[src/rtl/fe_pkg.sv]
package fe_pkg;

   localparam int MODE_GATE = 0;
   localparam int MODE_FUNC = 1;

   localparam int GATE_FW = 3;
   localparam int FUNC_FW = 2;

   typedef enum logic [2:0] {
      OP_AND  = 3'd0,
      OP_OR   = 3'd1,
      OP_XOR  = 3'd2,
      OP_NAND = 3'd3,
      OP_NOR  = 3'd4,
      OP_XNOR = 3'd5
   } gate_op_e;

   typedef enum logic [1:0] {
      OP_MEAN = 2'd0,
      OP_MAX  = 2'd1,
      OP_MIN  = 2'd2
   } func_op_e;

   function automatic int idx_w(input int n);
      return (n > 1) ? $clog2(n) : 1;
   endfunction

endpackage

[src/rtl/fe_cfg.sv]
module fe_cfg #(
   parameter int CL = 8
) (
   input  logic          clk,
   input  logic          rst_n,
   input  logic          load_en,
   input  logic          load_bit,
   input  logic          commit,
   output logic [CL-1:0] active
);

   logic [CL-1:0] shadow;

   generate
      if (CL > 1) begin : g_wide
         always_ff @(posedge clk or negedge rst_n) begin
            if (!rst_n)       shadow <= '0;
            else if (load_en) shadow <= {load_bit, shadow[CL-1:1]};
         end
      end else begin : g_narrow
         always_ff @(posedge clk or negedge rst_n) begin
            if (!rst_n)       shadow <= '0;
            else if (load_en) shadow <= load_bit;
         end
      end
   endgenerate

   always_ff @(posedge clk or negedge rst_n) begin
      if (!rst_n)      active <= '0;
      else if (commit) active <= shadow;
   end

   AST_CFG_HOLD: assert property (@(posedge clk) disable iff (!rst_n)
      !commit |=> $stable(active));
   AST_CFG_TAKE: assert property (@(posedge clk) disable iff (!rst_n)
      commit |=> (active == $past(shadow)));

endmodule

[src/rtl/fe_cell.sv]
module fe_cell
   import fe_pkg::*;
#(
   parameter int MODE = MODE_GATE,
   parameter int DW   = 1
) (
   input  logic [((MODE == MODE_FUNC) ? FUNC_FW : GATE_FW)-1:0] fsel,
   input  logic [DW-1:0] a,
   input  logic [DW-1:0] b,
   output logic [DW-1:0] y
);

   generate
      if (MODE == MODE_GATE) begin : g_gate
         always_comb begin
            case (fsel)
               OP_AND:  y = a & b;
               OP_OR:   y = a | b;
               OP_XOR:  y = a ^ b;
               OP_NAND: y = ~(a & b);
               OP_NOR:  y = ~(a | b);
               OP_XNOR: y = ~(a ^ b);
               default: y = a;
            endcase
         end
      end else begin : g_func
         logic [DW:0] sum;
         assign sum = {1'b0, a} + {1'b0, b};
         always_comb begin
            case (fsel)
               OP_MEAN: y = sum[DW:1];
               OP_MAX:  y = (a > b) ? a : b;
               OP_MIN:  y = (a < b) ? a : b;
               default: y = a;
            endcase
         end
      end
   endgenerate

endmodule

[src/rtl/fe_column.sv]
module fe_column
   import fe_pkg::*;
#(
   parameter int MODE   = MODE_GATE,
   parameter int DW     = 1,
   parameter int SW     = 2,
   parameter int N_SRC  = 4,
   parameter int N_ROWS = 4,
   localparam int FW    = (MODE == MODE_FUNC) ? FUNC_FW : GATE_FW,
   localparam int EG    = FW + 2 * SW
) (
   input  logic                 clk,
   input  logic                 rst_n,
   input  logic                 src_vld,
   input  logic [N_SRC*DW-1:0]  src,
   input  logic [N_ROWS*EG-1:0] genes,
   output logic                 col_vld,
   output logic [N_ROWS*DW-1:0] col
);

   logic [N_ROWS*DW-1:0] nxt;

   generate
      for (genvar r = 0; r < N_ROWS; r++) begin : g_row
         logic [EG-1:0] g;
         logic [FW-1:0] fsel;
         logic [SW-1:0] sa, sb;
         logic [DW-1:0] opa, opb, res;

         assign g    = genes[r*EG +: EG];
         assign fsel = g[FW-1:0];
         assign sa   = g[FW +: SW];
         assign sb   = g[FW+SW +: SW];

         always_comb begin
            opa = src[0 +: DW];
            opb = src[0 +: DW];
            for (int i = 1; i < N_SRC; i++) begin
               if (sa == SW'(i)) opa = src[i*DW +: DW];
               if (sb == SW'(i)) opb = src[i*DW +: DW];
            end
         end

         fe_cell #(.MODE(MODE), .DW(DW)) u_cell (
            .fsel (fsel),
            .a    (opa),
            .b    (opb),
            .y    (res)
         );

         assign nxt[r*DW +: DW] = res;

         if (MODE == MODE_FUNC) begin : g_chk
            AST_MEAN_BOUND: assert property (@(posedge clk) disable iff (!rst_n)
               (fsel == FW'(OP_MEAN)) |-> ((res >= opa || res >= opb) &&
                                          (res <= opa || res <= opb)));
            AST_MAX_PICK: assert property (@(posedge clk) disable iff (!rst_n)
               (fsel == FW'(OP_MAX)) |-> ((res == opa || res == opb) &&
                                         res >= opa && res >= opb));
         end
      end
   endgenerate

   always_ff @(posedge clk or negedge rst_n) begin
      if (!rst_n) begin
         col     <= '0;
         col_vld <= 1'b0;
      end else begin
         col     <= nxt;
         col_vld <= src_vld;
      end
   end

   AST_VLD_FOLLOW: assert property (@(posedge clk) disable iff (!rst_n)
      src_vld |=> col_vld);
   AST_VLD_CLEAR: assert property (@(posedge clk) disable iff (!rst_n)
      !src_vld |=> !col_vld);

endmodule

[src/rtl/fe_grid.sv]
module fe_grid
   import fe_pkg::*;
#(
   parameter int MODE   = MODE_GATE,
   parameter int N_IN   = 4,
   parameter int N_ROWS = 4,
   parameter int N_COLS = 3,
   parameter int N_OUT  = 2,
   parameter int BUS_W  = 8,
   localparam int DW    = (MODE == MODE_FUNC) ? BUS_W : 1
) (
   input  logic                clk,
   input  logic                rst_n,
   input  logic                cfg_load,
   input  logic                cfg_bit,
   input  logic                cfg_commit,
   input  logic                in_valid,
   input  logic [N_IN*DW-1:0]  in_data,
   output logic                out_valid,
   output logic [N_OUT*DW-1:0] out_data
);

   localparam int FW  = (MODE == MODE_FUNC) ? FUNC_FW : GATE_FW;
   localparam int SW  = idx_w((N_IN > N_ROWS) ? N_IN : N_ROWS);
   localparam int EG  = FW + 2 * SW;
   localparam int CG  = N_ROWS * EG;
   localparam int NE  = N_COLS * N_ROWS;
   localparam int OSW = idx_w(N_ROWS);
   localparam int CL  = NE * EG + N_OUT * OSW;

   generate
      if (MODE != MODE_GATE && MODE != MODE_FUNC) begin : g_bad_mode
         $error("fe_grid: MODE must be 0 or 1");
      end
      if (N_IN < 1 || N_ROWS < 1 || N_COLS < 1 || N_OUT < 1) begin : g_bad_size
         $error("fe_grid: every count must be at least 1");
      end
      if (MODE == MODE_FUNC && BUS_W < 2) begin : g_bad_bus
         $error("fe_grid: BUS_W must be at least 2 in function mode");
      end
   endgenerate

   logic [CL-1:0] active;

   fe_cfg #(.CL(CL)) u_cfg (
      .clk      (clk),
      .rst_n    (rst_n),
      .load_en  (cfg_load),
      .load_bit (cfg_bit),
      .commit   (cfg_commit),
      .active   (active)
   );

   logic [N_ROWS*DW-1:0] cdat [N_COLS];
   logic                 cvld [N_COLS];

   generate
      for (genvar c = 0; c < N_COLS; c++) begin : g_col
         if (c == 0) begin : g_first
            fe_column #(
               .MODE(MODE), .DW(DW), .SW(SW), .N_SRC(N_IN), .N_ROWS(N_ROWS)
            ) u_col (
               .clk     (clk),
               .rst_n   (rst_n),
               .src_vld (in_valid),
               .src     (in_data),
               .genes   (active[0 +: CG]),
               .col_vld (cvld[c]),
               .col     (cdat[c])
            );
         end else begin : g_next
            fe_column #(
               .MODE(MODE), .DW(DW), .SW(SW), .N_SRC(N_ROWS), .N_ROWS(N_ROWS)
            ) u_col (
               .clk     (clk),
               .rst_n   (rst_n),
               .src_vld (cvld[c-1]),
               .src     (cdat[c-1]),
               .genes   (active[c*CG +: CG]),
               .col_vld (cvld[c]),
               .col     (cdat[c])
            );
         end
      end

      for (genvar k = 0; k < N_OUT; k++) begin : g_out
         logic [OSW-1:0] osel;
         logic [DW-1:0]  pick;

         assign osel = active[NE*EG + k*OSW +: OSW];

         always_comb begin
            pick = cdat[N_COLS-1][0 +: DW];
            for (int i = 1; i < N_ROWS; i++) begin
               if (osel == OSW'(i)) pick = cdat[N_COLS-1][i*DW +: DW];
            end
         end

         assign out_data[k*DW +: DW] = pick;
      end
   endgenerate

   assign out_valid = cvld[N_COLS-1];

endmodule

[config.mk]
export PLATFORM = sky130hd
export DESIGN_NAME = fe_grid
export DESIGN_NICKNAME = d
export VERILOG_FILES = /design/src/rtl/fe_pkg.sv /design/src/rtl/fe_cfg.sv /design/src/rtl/fe_cell.sv /design/src/rtl/fe_column.sv /design/src/rtl/fe_grid.sv
export SDC_FILE = /design/constraint.sdc
export NUM_CORES = 1
export LEC_CHECK = 0
export ABC_AREA = 1
export BUFFER_PORTS_ARGS = -buffer_cell sky130_fd_sc_hd__buf_4
export CAP_MARGIN = 30
export CORE_MARGIN = 2
export CORE_UTILIZATION = 48
export CTS_CLUSTER_SIZE = 14
export DETAILED_ROUTE_END_ITERATION = 7
export PLACE_DENSITY = 0.68
export SYNTH_ARGS = -nofsm -noshare
export SYNTH_HDL_FRONTEND = slang
export SYNTH_SLANG_ARGS = --single-unit
export TNS_END_PERCENT = 100
[constraint.sdc]
create_clock -name clk -period 1.65 [get_ports clk]
set_input_delay 0.33 -clock clk [delete_from_list [all_inputs] [get_ports clk]]
set_output_delay 0.33 -clock clk [all_outputs]
set_load 0.01 [all_outputs]
Yosys cells after proc, flatten, opt, wreduce, memory -nomap -nowiden
Index checks and enable logic that the tools add are counted.
- register bits: 191
- word-level logic and storage cells: 320
- equality and inequality tests: 138
- muxes and demuxes: 90
- bitwise gates (word level): 72
- reductions and logical operators: 12
- operator list (operator ; count):
    equality test 2 bit, second input constant ; 52
    two-way mux 1 bit ; 78
    equality test 3 x 2 -> 1 bit, second input constant ; 24
    equality test 3 bit, second input constant ; 24
    case mux 1 bit (6 select lines) ; 12
    equality test 2 x 1 -> 1 bit, second input constant ; 26
    equality test 3 x 1 -> 1 bit, second input constant ; 12
    zero test 3 bit ; 12
    inverter 1 bit ; 36
    bitwise AND 1 bit ; 12
    bitwise OR 1 bit ; 12
    bitwise XOR 1 bit ; 12

Depth between registers and ports, before layout
- word-level depth: 7
- gate-level depth with buffers: 11
- mapped depth without buffers: 11

Modules after synthesis
A second synthesis with hierarchy kept.
- cells, all modules: 1287
- area, all modules: 9347.7 µm²
- by module, submodules not included (module ; times used ; cells each ; area an instance (µm²) ; sequential area each (µm²)):
    fe_cfg ; 1 ; 744 ; 6647.6 ; 4404.2
    fe_cell ; 12 ; 23 ; 108.9 ; 0.0
    fe_column ; 3 ; 81 ; 430.4 ; 125.1
    fe_grid ; 1 ; 24 ; 102.6 ; 0.0

Worst setup path before layout
OpenSTA, ideal clock, no wires.
- path kind: flip-flop to flip-flop
- from: reg g_col[0].g_first.u_col.col[0]
- to: reg g_col[1].g_next.u_col.col[0]
- setup time: 0.116 ns
- arrival time: 1.413 ns
- path slack: 0.120 ns
- stages on the path, launching flop included: 11
- buffers on the path: 1
- cells stage by stage: dfrtp_1 clkbuf_2 or2_0 o211ai_1 nand2_1 inv_1 ha_1 o21ai_0 nand2_1 nand2_1 nand2_1
- longest elaborated chain between the ends: 6
- elaborated cells between the ends (all ways): 13
- classes of those cells: mux (7); bitwise (6)
- RTL lines (item ; RTL line ; source):
    start, declared ; fe_column.sv:18 ; output logic [N_ROWS*DW-1:0] col
    start signal, assigned ; fe_column.sv:69 ; col <= nxt;
    two-way mux 1 bit, on equally long branches (3 in series) ; fe_column.sv:39, fe_column.sv:40 ;
    bitwise XOR 1 bit (tied with other cells) ; fe_cell.sv:19, fe_cell.sv:22 ;
    inverter 1 bit, on equally long branches ; fe_cell.sv:22, fe_cell.sv:20, fe_cell.sv:21 ;
    case mux 1 bit (6 select lines) * ; fe_cell.sv:16 ; case (fsel)
    via g_col[1].g_next.u_col.g_row[0].res ; fe_column.sv:28 ; logic [DW-1:0] opa, opb, res;
    end signal, assigned ; fe_column.sv:69 ;
    end, declared ; fe_column.sv:18 ;
Mark *: on every way through the listed nets, which the timed path passes. The rest lies on a longest branch.
A chain may end at the register's enable or synchronous reset.

Worst setup path after layout
- from: reg g_col[1].g_next.u_col.col[3]
- to: reg g_col[2].g_next.u_col.col[0]
- longest elaborated chain between the ends: 4
- elaborated cells between the ends (all ways): 9
- classes of those cells: mux (3); bitwise (6)
- RTL lines (item ; RTL line):
    two-way mux 1 bit, on equally long branches ; fe_column.sv:39, fe_column.sv:40
    bitwise XOR 1 bit (tied with other cells) ; fe_cell.sv:19, fe_cell.sv:22
    inverter 1 bit, on equally long branches ; fe_cell.sv:22, fe_cell.sv:20, fe_cell.sv:21
    case mux 1 bit (6 select lines) * ; fe_cell.sv:16
    via g_col[2].g_next.u_col.g_row[0].res ; fe_column.sv:28
    end signal, assigned ; fe_column.sv:69
    end, declared ; fe_column.sv:18
Marks and branches as above.

==> summary.md <==
| Metric | Value |
|---|---|
| Status | completed |
| Post-synth EDFFs | 0 |
| Pint | 10,300 µW |
| H-Tree Depth | 4 |
| Worst-path maximum fanout | 4 |
| Synth Net Count | 1,072 |
| # diodes | 0 |
| Die H | 140 µm |
| Synth top area cells | dfrtp_1 54%, nand2_1 11%, o21ai_0 8.7%, a21oi_1 6.1%, inv_1 6.0% |
| RSZ-0062 raised after global routing | yes |
| CTS Sinks | 191 |
| Worst setup path category | flip-flop to flip-flop |
| GPL Wtd Cong | 0.783 |
| DRT iter0 DRCs | 388 |
| Vias in the first global route | 6,553 |
| Sequential area share after synthesis | 54.2% |
| Root buffer cell | clkbuf_16 |
| Die Wd | 140 µm |
| Initial antenna violation count | 0 |
| CP Cell Sequence | buf_4 -> nand2_1 -> nand3_2 -> nand2_2 -> inv_1 -> ha_4 -> inv_1 -> nand4_1 -> nand2_1 -> nor2_1 -> nand3_1 |
| Post-route ant nets | 0 |
| TritonCTS Buffers | 17 |
| Die area | 19,500 µm² |
| P&R area growth vs syn | 16.5% |
| Final Setup Violations | 0 |
| Critical path launch point type | flip-flop |
| Reg power frac | 41.9% |
| Synth warn | 0 |
| Fmax | 0.609 GHz |
| Setup skew after layout | 0.00852 ns |
| Row Count | 49 |
| Max incr delay on CP | 0.42 ns |
| Layout cell share with drive strength beyond 1 | 14.4% |
| Fin nets | 1,102 |
| Main synth FF type | dfrtp_1 |
| IO buf count | 12 |
| Longest Clk Path Bufs | 2 |
| Worst rel slew slack | 65.9% |
| Clock power share | 32.7% |
| Clock-pin slew on the worst setup and hold paths | 0.07 ns |
| Distinct cells, synth | 18 |
| Ports | 13 |
| Starting Density | 48.9% |
| DRC violations left | 0 |
| Placed instance area | 9270 µm² |
| Worst EP required | 1.96 ns |
| Avg Vias per Cell | 5.09 |
| Post-synth top area cell | dfrtp_1 |
| Worst Tran Pin Value | 0.511 ns |
| Finished Cell Area | 10,300 µm² |
| Post-Synthesis Cells | 1,038 |
| Final-report hold violation count | 0 |
| Detailed Route WL | 17.7 mm |
| Gr usage total | 19.2% |
| Number of max-cap violations | 0 |
| Worst-Skew Late Latency | 0.43 ns |
| DR WL/cell | 13.5 µm |
| Final Slew Violations | 0 |
| GRT overflow | 0 |
| First-pass GRT wire length | 30.7 mm |
| Critical path buffers and inverters | 3 |
| Top delay family on crit path | simple AND/OR/NAND/NOR gates |
| CP max stage cell | dfrtp_1 |
| Worst hold-check path type | primary input to flip-flop |
| CP endpoint kind | flip-flop |
| CTS tree | built |
| Post-DP HPWL | 11.7 mm |
| Commonest cells in the netlist | 263 x nand2_1, 191 x dfrtp_1, 153 x o21ai_0 |
| Core area | 18,000 µm² |
| Largest net degree at the start of global routing | 64 |
| Most common cell in the netlist | nand2_1 |
| Flops & latches, synth | 191 |
| Switching power share of the total | 30.9% |
| Comb pwr share | 25.4% |
| Avg Synthesized Cell Area | 8.50 µm² |
| Share of the synthesized area in the top cell type | 54.2% |
| Tcrit/Tclk final | 99.4% |
| Leak | 0.00500 µW |
| Share of synthesized registers carrying an async set or reset | 100% |
| Worst vdd ir | 0.000829 V |
| Final Critical Period | 1.64 ns |
| Total chip power | 14,900 µW |
| Pwr dens | 1450 nW/µm² |
| Vias | 6,665 |
| Cell area after synthesis | 8820 µm² |
| Critical Path AT | 1.95 ns |
| DRT Pass-1 Iters | 4 |
| P_sw | 4590 µW |
==> placed cells by master (no fill, tap or decap) <==
cell type / Yosys / final
inv_4: 0 / 1
o21ai_1: 0 / 27
dlygate4sd3_1: 0 / 2
o21ai_2: 0 / 3
a21oi_1: 108 / 100
inv_6: 0 / 1
nand4_1: 5 / 5
dfrtp_2: 0 / 7
mux2_2: 13 / 13
or2_0: 1 / 1
ha_2: 0 / 3
clkbuf_8: 0 / 5
dfrtp_1: 191 / 184
nor2_1: 59 / 59
nand3b_1: 1 / 1
nand3_1: 25 / 23
nand2_1: 263 / 248
ha_1: 24 / 13
nand2_2: 0 / 15
o21ai_0: 153 / 123
inv_2: 0 / 14
nand3_2: 0 / 2
inv_1: 141 / 126
clkbuf_16: 0 / 17
buf_6: 6 / 1
buf_12: 0 / 10
buf_4: 20 / 39
a21oi_2: 0 / 8
bufinv_16: 0 / 7
ha_4: 0 / 8
clkinv_2: 0 / 2
o211ai_1: 12 / 12
==> flip-flops by register name, summed over array words and instances, names as in the netlist <==
name                         flops
u_cfg.active                    88
u_cfg.shadow                    88
g_col.g_next.u_col.col           8
g_col.g_first.u_col.col          4
g_col.g_next.u_col.col_vld       2
g_col.g_first.u_col.col_vld      1
==> worst paths after layout <==
path                                                 from                             to  slack (ns)  cells after the start
max                          g_col[1].g_next.u_col.col[3]   g_col[2].g_next.u_col.col[0]       0.009                     11
min                                               cfg_bit               u_cfg.shadow[87]        0.11                      3
max reg2reg                  g_col[1].g_next.u_col.col[3]   g_col[2].g_next.u_col.col[0]       0.009                     11
min reg2reg                g_col[0].g_first.u_col.col_vld  g_col[1].g_next.u_col.col_vld        0.35                      0
max in group asynchronous                           rst_n   g_col[1].g_next.u_col.col[1]        0.61                      3
min in group asynchronous                           rst_n  g_col[2].g_next.u_col.col_vld        0.40                      2
==> routing by layer <==
metal	vias up	routed length, µm	track usage, %
met5	-	0	0
met4	0	261	6.32
met3	21	458	2.92
met2	89	8650	31.4
met1	3169	8300	26.4
li1	3386	-	-
==> what timing repair did <==
item | CTS | global route
hold buffers | 2 | 0
endpoints found under the setup margin | 5 | 14
setup buffers | 0 | 8
gates resized for setup | 4 | 89
pin swaps | 1 | 54
endpoints found under the hold margin | 38 | 0
==> worst register-to-register path: cells and delay by family, from the launching register on <==
kind	cells	cell delay [ns]
flip-flops	1	0.42
AND/OR/NAND/NOR	7	0.56
buffers and inverters	3	0.27
adder cells (fa/ha/maj)	1	0.27
==> stage by stage <==
stage                     instances  hold slack, ns  setup WS [ns]  setup TNS [ns]  utilization [%]
final                          1309           0.109        0.00925               0             57.0
after global routing           1309           0.120        -0.0771          -0.282             57.0
after CTS                      1301          0.0949        0.00102               0             55.5
after detailed placement       1268           0.291        -0.0552          -0.126             51.4
after global placement         1268           0.291        -0.0261         -0.0314             51.4
after floorplan                1038          0.0344          0.120               0                -
==> cell families after synthesis <==
kind of cell / share of synthesized area [%]
buffers and inverters: 9.26
muxes: 1.66
adders and majority gates: 3.41
and+or+nand+nor: 15.6
AOI/OAI and AO/OA: 15.8
DFF: 54.2
==> power by group through the flow <==
stage          Clock [µW]  Sequential, µW  Combinational, µW
2_1_floorplan           0            6010               2330
3_3_place_gp            0            6220               3030
3_5_place_dp            0            6240               3160
4_1_cts              4950            6180               3200
5_1_grt              5150            6350               4330
6_report             4850            6230               3770
==> cell type report <==
cell class,count,area [µm²]
clock inverters,10,229
clock buffers,21,480
inverters,141,532
well taps,229,287
fillers,1627,7750
flip-flops and latches,191,4790
multi-input cells,664,3420
repair buffers,53,538
(Power assumes the default switching activity.)
